File: src/rtl/bufa_pkg.sv
package bufa_pkg;

    // Timer phases: off, trigger held, post-release stretch
    typedef enum logic [1:0] {
        BS_IDLE   = 2'd0,
        BS_HELD   = 2'd1,
        BS_EXTEND = 2'd2
    } bufa_state_e;

    // Synchronized trigger information handed to the timer
    typedef struct packed {
        logic level;
        logic rise;
    } trig_evt_t;

    function automatic int unsigned ext_cycles(input int unsigned hold,
                                               input int unsigned min_ext,
                                               input int unsigned unit);
        return min_ext + hold * unit;
    endfunction

    function automatic logic ind_level(input logic act, input logic pol);
        return pol ? act : ~act;
    endfunction

endpackage

File: src/rtl/bufa_trig_sync.sv
module bufa_trig_sync #(
    parameter int unsigned STAGES = 2
) (
    input  logic                 clk,
    input  logic                 rst,
    input  logic                 trig_i,
    output bufa_pkg::trig_evt_t  evt_o
);
    logic [STAGES-1:0] sh;
    logic              prev;

    // Reset to "high" so a pin already high at reset yields no edge
    always_ff @(posedge clk) begin
        if (rst) begin
            sh   <= '1;
            prev <= 1'b1;
        end else begin
            sh   <= {sh[STAGES-2:0], trig_i};
            prev <= sh[STAGES-1];
        end
    end

    assign evt_o.level = sh[STAGES-1];
    assign evt_o.rise  = sh[STAGES-1] & ~prev;

    assert_single_rise_R3: assert property (@(posedge clk) disable iff (rst)
        evt_o.rise |=> !evt_o.rise);

endmodule

File: src/rtl/bufa_hold_timer.sv
module bufa_hold_timer #(
    parameter int unsigned HOLD_W  = 4,
    parameter int unsigned UNIT    = 8,
    parameter int unsigned MIN_EXT = 3
) (
    input  logic                clk,
    input  logic                rst,
    input  bufa_pkg::trig_evt_t evt_i,
    input  logic [HOLD_W-1:0]   hold_i,
    output logic                act_o
);
    import bufa_pkg::*;

    localparam int unsigned EXT_MAX = MIN_EXT + ((2**HOLD_W) - 1) * UNIT;
    localparam int unsigned CNT_W   = $clog2(EXT_MAX + 1);

    bufa_state_e        st;
    logic [CNT_W-1:0]   cnt;
    logic [CNT_W-1:0]   ext_now;

    assign ext_now = CNT_W'(ext_cycles(32'(hold_i), MIN_EXT, UNIT));

    always_ff @(posedge clk) begin
        if (rst) begin
            st  <= BS_IDLE;
            cnt <= '0;
        end else begin
            case (st)
                BS_IDLE: begin
                    if (evt_i.rise) begin
                        st  <= BS_HELD;
                        cnt <= ext_now;
                    end
                end
                BS_HELD: begin
                    if (evt_i.level) begin
                        cnt <= ext_now;
                    end else begin
                        st  <= BS_EXTEND;
                        cnt <= cnt - 1'b1;
                    end
                end
                BS_EXTEND: begin
                    if (evt_i.rise) begin
                        st  <= BS_HELD;
                        cnt <= ext_now;
                    end else if (cnt == '0) begin
                        st  <= BS_IDLE;
                    end else begin
                        cnt <= cnt - 1'b1;
                    end
                end
                default: begin
                    st  <= BS_IDLE;
                    cnt <= '0;
                end
            endcase
        end
    end

    assign act_o = (st != BS_IDLE);

    assert_start_R3: assert property (@(posedge clk) disable iff (rst)
        evt_i.rise |=> act_o);

    assert_held_R4: assert property (@(posedge clk) disable iff (rst)
        (act_o && evt_i.level) |=> act_o);

    assert_no_self_start_R2: assert property (@(posedge clk) disable iff (rst)
        (!act_o && !evt_i.rise) |=> !act_o);

    assert_restart_R7: assert property (@(posedge clk) disable iff (rst)
        (st == BS_EXTEND && evt_i.rise) |=> (st == BS_HELD));

    assert_cnt_bound_R5: assert property (@(posedge clk) disable iff (rst)
        cnt <= CNT_W'(EXT_MAX));

endmodule

File: src/rtl/bufa_ind_drive.sv
module bufa_ind_drive (
    input  logic act_i,
    input  logic pol_i,
    output logic ind_o
);
    assign ind_o = bufa_pkg::ind_level(act_i, pol_i);
endmodule

File: src/rtl/bufa_trigger_timer.sv
module bufa_trigger_timer #(
    parameter int unsigned HOLD_W      = 4,
    parameter int unsigned UNIT        = 8,
    parameter int unsigned MIN_EXT     = 3,
    parameter int unsigned SYNC_STAGES = 2
) (
    input  logic              clk,
    input  logic              rst,
    input  logic              trig_i,
    input  logic [HOLD_W-1:0] hold_i,
    input  logic              pol_i,
    output logic              act_o,
    output logic              ind_o
);
    bufa_pkg::trig_evt_t evt;

    bufa_trig_sync #(.STAGES(SYNC_STAGES)) u_sync (
        .clk    (clk),
        .rst    (rst),
        .trig_i (trig_i),
        .evt_o  (evt)
    );

    bufa_hold_timer #(.HOLD_W(HOLD_W), .UNIT(UNIT), .MIN_EXT(MIN_EXT)) u_timer (
        .clk    (clk),
        .rst    (rst),
        .evt_i  (evt),
        .hold_i (hold_i),
        .act_o  (act_o)
    );

    bufa_ind_drive u_ind (
        .act_i (act_o),
        .pol_i (pol_i),
        .ind_o (ind_o)
    );

    assert_ind_change_R8: assert property (@(posedge clk) disable iff (rst)
        !$stable(ind_o) |-> (!$stable(act_o) || !$stable(pol_i)));

    assert_reset_idle_R1: assert property (@(posedge clk)
        $past(rst) |-> !act_o);

endmodule

File: config.mk
export PLATFORM = sky130hd
export DESIGN_NAME = bufa_trigger_timer
export DESIGN_NICKNAME = d
export VERILOG_FILES = /design/src/rtl/bufa_pkg.sv /design/src/rtl/bufa_trig_sync.sv /design/src/rtl/bufa_hold_timer.sv /design/src/rtl/bufa_ind_drive.sv /design/src/rtl/bufa_trigger_timer.sv
export SDC_FILE = /design/constraint.sdc
export NUM_CORES = 1
export LEC_CHECK = 0
export BUFFER_PORTS_ARGS = -buffer_cell sky130_fd_sc_hd__buf_2
export CAP_MARGIN = 10
export CORE_ASPECT_RATIO = 0.7
export CORE_MARGIN = 5
export CORE_UTILIZATION = 30
export CTS_BUF_LIST = sky130_fd_sc_hd__clkbuf_4 sky130_fd_sc_hd__clkbuf_8 sky130_fd_sc_hd__clkbuf_16
export DETAILED_ROUTE_END_ITERATION = 6
export PLACE_DENSITY = 0.6
export SLEW_MARGIN = 20
export SYNTH_ARGS = -nofsm -noshare
export SYNTH_HDL_FRONTEND = slang
export SYNTH_SLANG_ARGS = --single-unit
File: constraint.sdc
create_clock -name clk -period 1.8 [get_ports clk]
set_input_delay 0.36 -clock clk [delete_from_list [all_inputs] [get_ports clk]]
set_output_delay 0.36 -clock clk [all_outputs]
set_load 0.005 [all_outputs]
==> results of run 1 <==
-- power by group through the flow --
stage | sequential (mW) | clock [mW] | combinational (mW)
3_3_place_gp | 0.294 | 0 | 0.202
5_1_grt | 0.291 | 0.180 | 0.256
3_5_place_dp | 0.294 | 0 | 0.205
2_1_floorplan | 0.293 | 0 | 0.122
4_1_cts | 0.288 | 0.167 | 0.207
6_report | 0.290 | 0.163 | 0.230
-- repair_timing --
item	4_1_cts	5_1_grt
buffers inserted	0	1
pin swaps	0	4
endpoints found under the setup margin	5	7
resized for setup	0	11
gates cloned	0	0
hold buffers	0	0
-- flip-flops by register name, indices dropped and copies added, names as in the netlist --
signal	count
u_timer.st	2
u_sync.sh	2
u_timer.cnt	7
u_sync.prev	1
-- placed cells by master, fill, tap and decap left out, drive strengths merged, types with 4 or more instances in the layout --
| cell type | count |
|---|---|
| buf | 25 |
| inv | 4 |
| or2 | 4 |
| o22ai | 4 |
| o21ai | 4 |
| nor2 | 12 |
| dfxtp | 12 |
| nand2 | 5 |
| a21oi | 7 |
-- logic make-up (layout without fill, tap and decap cells) --
kind of cell	after synthesis	count (layout)	synth area share, %
mux	3	3	4.01
simple gates	39	39	28.3
fa+ha+maj	1	1	1.67
buf+inv	9	32	4.51
compound gates	30	30	27.1
xor+xnor	2	2	2.34
flops	12	12	32.1
-- metrics by stage --
| stage | setup WS, ns | util (%) | cell area, um2 | TNS, ns | cells |
|---|---|---|---|---|---|
| final | -0.0334 | 41.3 | 1000 | -0.0827 | 153 |
| after global routing | -0.0650 | 41.3 | 1000 | -0.253 | 153 |
| after CTS | -0.0592 | 39.4 | 953 | -0.217 | 152 |
| after detailed placement | -0.0484 | 38.4 | 931 | -0.164 | 149 |
| after global placement | -0.0162 | 38.4 | 931 | -0.0452 | 149 |
| after floorplan | -0.0471 | - | 749 | -0.135 | 96 |
-- cell type report --
type	instances	area [um2]	share of cell area, %
clock buffer	3	22.5	2.25
inverter	4	15.0	1.50
multi-input combinational	75	509	50.9
sequential	12	243	24.3
tap	34	42.5	4.25
timing repair buffer	25	169	16.9
-- worst register-to-register path, delay by kind of cell, from the launching register on --
family | cells | cell delay (ns)
compound gates | 2 | 0.54
flops | 1 | 0.32
simple gates | 3 | 0.88
-- metal layers --
layer / vias up / track usage (%)
met1: 347 / 14.4
met3: 5 / 5.21
met2: 25 / 17.9
met5: - / 0
met4: 0 / 6.05
li1: 397 / -
-- cell usage after synthesis (all sizes together), types with 3 or more instances --
master   n  area (um2)
nand2b   3        18.8
mux2i    3        30.0
a21oi    7        35.0
or2      4        25.0
o21ai    4        20.0
nor2    12        45.0
nand2    5        18.8
nand3    3        15.0
o22ai    4        25.0
inv      4        15.0
a22oi    3        22.5
or3      3        30.0
clkbuf   5        18.8
dfxtp   12         240
-- worst paths after layout --
path,start,endpoint,slack (ns),depth (start not counted)
worst max-delay path,u_timer.cnt[5],u_timer.cnt[6],-0.03,5
worst min-delay path,trig_i,u_sync.sh[0],0.27,2
worst max register to register,u_timer.cnt[5],u_timer.cnt[6],-0.03,5
worst min register to register,u_sync.sh[0],u_sync.sh[1],0.41,1
==> metrics.txt, run 1 <==
Hold WS=0.269 ns; Via Count=774; vias per cell=5.06; DRC=0; final setup margin=-0.0334 ns; fmax=545 MHz; core box area=2420 um2; Slew headroom=73.1%; initial DRC count=77; synthesized area=748 um2; CP peak stage delay=0.38 ns; Slew @ Worst Pin=0.401 ns; Worst Hold Class=in -> reg; sequential share of power=42.4%; Fillers=238; TritonCTS clock tree=built; Int Pwr=480 uW; Worst Path Arrival=2.01 ns; wire length on met1=945 um; syn nets=105; Primary FF master, synth=dfxtp_1; top layer in use=met4; Comb pwr share=33.7%; register area share after synthesis=32.1%; # port buffers=9; wire length on met3=167 um; worst-skew pair later-pin latency=0.28 ns; nets=130; CP Cell Sequence=or3_4 -> or3_4 -> a211o_1 -> and2_4 -> a32o_1; Mapped Cells=96; Slowest-stage cell, CP=or3_4; number of diodes=0; GRT Total Usage=11.9%; 1st-pass router iterations=4; crit-path leading delay family=simple AND/OR/NAND/NOR gates; clock power share=23.8%; GP Congestion=0.886; die area=3610 um2; chip width=69.7 um; Worst Path Buf+Inv=0; area delta synth->final=33.8%; P_leak=0.406 nW; vias in the first global route=722; Critical Path RT=1.97 ns; Final setup viols=3; outcome=finished, violations left; Psw=202 uW; failing checks=setup timing; share of cells above drive strength 1=37.8%; H-tree depth=1; EDFF count, synth=0; Startpoint Class=flop; Net Sw Frac=29.6%; VDD IR-drop max=0.417 mV; critical path peak fanout=3; WS Path Type=reg -> reg; cell area power density=681 nW/um2; largest net degree at the start of global routing=11; crit path capture type=flop; Final Critical Period=1.83 ns; grt ovf=0; mean post-synth cell area=7.79 um2; Antenna Nets Post-Route=0; clock tree root driver cell=clkbuf_4; I/O pin count=10; CTS sink cnt=12; met2 wire len=816 um; dpl hpwl=1.47 mm; most used cell, CP=or3_4; Worst-path clk slew=0.07 ns; Power Total=682 uW; die height=51.8 um; Yosys Warn Count=0; Total Wirelength=1.96 mm; fraction of registers with async set/reset=0%; first-pass GRT wire length=3.26 mm; Routed wire per std cell=12.8 um; Worst Skew=0.0101 ns; unrepaired setup endpoints after global routing=true; Starting Density=30.9%; Cell Rows=15; Hold Fails Final Rpt=0; Slew Viols, Final=0; CTS buffer count=3; initial antenna violation count=0; Cell variety after synth=36; number of synthesized register bits=12; Max Cap Viol=0; period utilization=102%; Clock Path Buffers=2
No activity file was read; power rests on OpenSTA's default activity.
==> run 2: changes to the inputs <==
--- a/config.mk
+++ b/config.mk
@@ -7,12 +7,12 @@
 export LEC_CHECK = 0
 export BUFFER_PORTS_ARGS = -buffer_cell sky130_fd_sc_hd__buf_2
 export CAP_MARGIN = 10
-export CORE_ASPECT_RATIO = 0.7
 export CORE_MARGIN = 5
 export CORE_UTILIZATION = 30
 export CTS_BUF_LIST = sky130_fd_sc_hd__clkbuf_4 sky130_fd_sc_hd__clkbuf_8 sky130_fd_sc_hd__clkbuf_16
 export DETAILED_ROUTE_END_ITERATION = 6
 export PLACE_DENSITY = 0.6
+export SKIP_CTS_REPAIR_TIMING = 1
 export SLEW_MARGIN = 20
 export SYNTH_ARGS = -nofsm -noshare
 export SYNTH_HDL_FRONTEND = slang
==> metrics.txt, run 2 (synthesized netlist as in run 1, its figures left out) <==
die area=3590 um2 (-0.45%); dpl hpwl=1.45 mm (-1.7%); Slew @ Worst Pin=0.452 ns (+0.0507 ns); cell area power density=699 nW/um2 (+2.6%); clock power share=24.8% (+1.0 points); Final Critical Period=1.85 ns (+0.0130 ns); Int Pwr=480 uW (about the same); area delta synth->final=33.1%; Startpoint Class=flop; largest net degree at the start of global routing=16 (+5); CP Cell Sequence=or3_4 -> or3_4 -> a211o_1 -> buf_4 -> nor2_2 -> a22o_1; worst-skew pair later-pin latency=0.28 ns (about the same); die height=59.9 um (+16%); Setup TNS Final=-0.169 ns (-0.0864 ns); Max Cap Viol=0 (unchanged); HP Start=trig_i; CTS sink cnt=12 (unchanged); dpl ws=-0.0507 ns (-0.00235 ns); crit path capture type=flop; critical path peak fanout=3 (unchanged); TritonCTS clock tree=built; Final setup viols=4 (+1); P_leak=0.403 nW (-0.77%); share of cells above drive strength 1=38.1% (+0.32 points); # port buffers=9 (unchanged); Largest register FFs=7 (unchanged); CTS buffer count=3 (unchanged); WS Path Type=reg -> reg; Worst-path clk slew=0.08 ns (about the same); number of diodes=0 (unchanged); initial DRC count=17 (-78%); Worst Hold End=u_sync.sh[0]; Slew Viols, Final=0 (unchanged); grt ovf=0 (unchanged); initial antenna violation count=0 (unchanged); vias in the first global route=735 (+1.8%); RR Endpoint=u_timer.cnt[3]; H-tree depth=1 (unchanged); worst r2r src=u_timer.cnt[5]; Total Wirelength=1.99 mm (+1.6%); most frequent cells in the layout=15 x buf_4, 11 x nor2_1, 10 x dfxtp_1; period utilization=103% (+0.72 points); I/O pin count=10 (unchanged); final setup margin=-0.0464 ns (-0.0130 ns); worst r2r path cells=6 (+1); Largest Register=u_timer.cnt; Starting Density=30.8% (-0.14 points); most common cell after layout, fill and taps aside=buf_4; outcome=finished, violations left; Via Count=791 (+2.2%); Cell Rows=18 (+3); core box area=2430 um2 (+0.47%); Slew headroom=69.8% (-3.2 points); vias per cell=5.34 (+5.6%); GRT Total Usage=11.6% (-0.23 points); chip width=59.9 um (-14%); DRC=0 (unchanged); Slowest-stage cell, CP=or3_4; sequential share of power=41.4% (-1.0 points); Routed wire per std cell=13.5 um (+5.0%); CP peak stage delay=0.38 ns (about the same); Antenna Nets Post-Route=0 (unchanged); Net Sw Frac=31.0% (+1.4 points); hold depth=2 (unchanged); unrepaired setup endpoints after global routing=true; Critical Path RT=2.03 ns (+0.06 ns); fmax=542 MHz (-0.71%); Psw=216 uW (+7.0%); post-layout util=40.9% (-0.40 points); GP Congestion=0.830 (-6.4%); clock tree root driver cell=clkbuf_4; Worst Hold Class=in -> reg; Comb pwr share=33.8% (about the same); 1st-pass router iterations=4 (unchanged); Clock Path Buffers=2 (unchanged); Worst Path Arrival=2.08 ns (+0.07 ns); most used cell, CP=or3_4; first-pass GRT wire length=3.18 mm (-2.3%); nets=129 (-0.77%); failing checks=setup timing; biggest regs=u_timer.cnt (7), u_sync.sh (2), u_timer.st (2); Worst Skew=0.00795 ns (-0.00213 ns); Hold Fails Final Rpt=0 (unchanged); VDD IR-drop max=0.346 mV (-17%); R2R setup slack=-0.05 ns (about the same)
## run 2: changes by cell type in the layout (fill, tap and decap cells not counted), sizes merged
| cell | previous run | this run |
|---|---|---|
| buf | 25 | 24 |
## run 2: area by class of cell
| cell class | instances | area, um2 |
|---|---|---|
| clock buffer | 3 | 22.5 |
| tap | 30 | 37.5 |
| fill | 263 | 1440 |
| sequential | 12 | 243 |
| timing repair buffer | 24 | 158 |
| inverter | 4 | 15.0 |
| multi-input combinational | 75 | 520 |
## run 2: layer usage
| layer | vias to the layer above | global-route usage [%] | share of wire (%) |
|---|---|---|---|
| met2 | 23 | 16.2 | 45 |
| li1 | 393 | - | - |
| met1 | 371 | 16.5 | 48 |
| met3 | 4 | 3.24 | 5.5 |
| met4 | 0 | 5.06 | 1.3 |
| met5 | - | 0 | 0 |
## run 2: how the worst max path moves through the flow
| stage | from | end | slack [ns] | depth (start not counted) |
|---|---|---|---|---|
| final | u_timer.cnt[5] | u_timer.cnt[3] | -0.05 | 6 |
| after global routing | u_timer.cnt[5] | u_timer.cnt[5] | -0.09 | 5 |
| after CTS | u_timer.cnt[5] | u_timer.cnt[6] | -0.06 | 5 |
| after detailed placement | u_timer.cnt[5] | u_timer.cnt[6] | -0.05 | 5 |
| after global placement | u_timer.cnt[5] | u_timer.cnt[1] | -0.01 | 6 |
| after floorplan | u_timer.cnt[4] | u_timer.cnt[5] | -0.05 | 5 |
## run 2: through the flow
step	instances	area (um2)	hold WS, ns	power, mW
2_1_floorplan	96	749	0.389	0.416
3_3_place_gp	143	911	0.404	0.491
3_5_place_dp	143	911	0.402	0.495
4_1_cts	146	933	0.258	0.665
5_1_grt	148	996	0.267	0.739
6_report	148	996	0.263	0.696
## run 2: critical path, delay by kind of cell (launching register included)
| kind | cells | cell delay [ns] |
|---|---|---|
| AND/OR/NAND/NOR | 3 | 0.83 |
| AO/OA/AOI/OAI | 2 | 0.49 |
| flip-flops | 1 | 0.33 |
| buffers and inverters | 1 | 0.15 |
## run 2: power groups by stage
| stage | clock (mW) | combinational (mW) | sequential [mW] |
|---|---|---|---|
| finish | 0.172 | 0.236 | 0.288 |
| CTS | 0.174 | 0.204 | 0.287 |
| detailed placement | 0 | 0.202 | 0.294 |
| global placement | 0 | 0.197 | 0.293 |
| global route | 0.189 | 0.260 | 0.291 |
| floorplan | 0 | 0.122 | 0.293 |
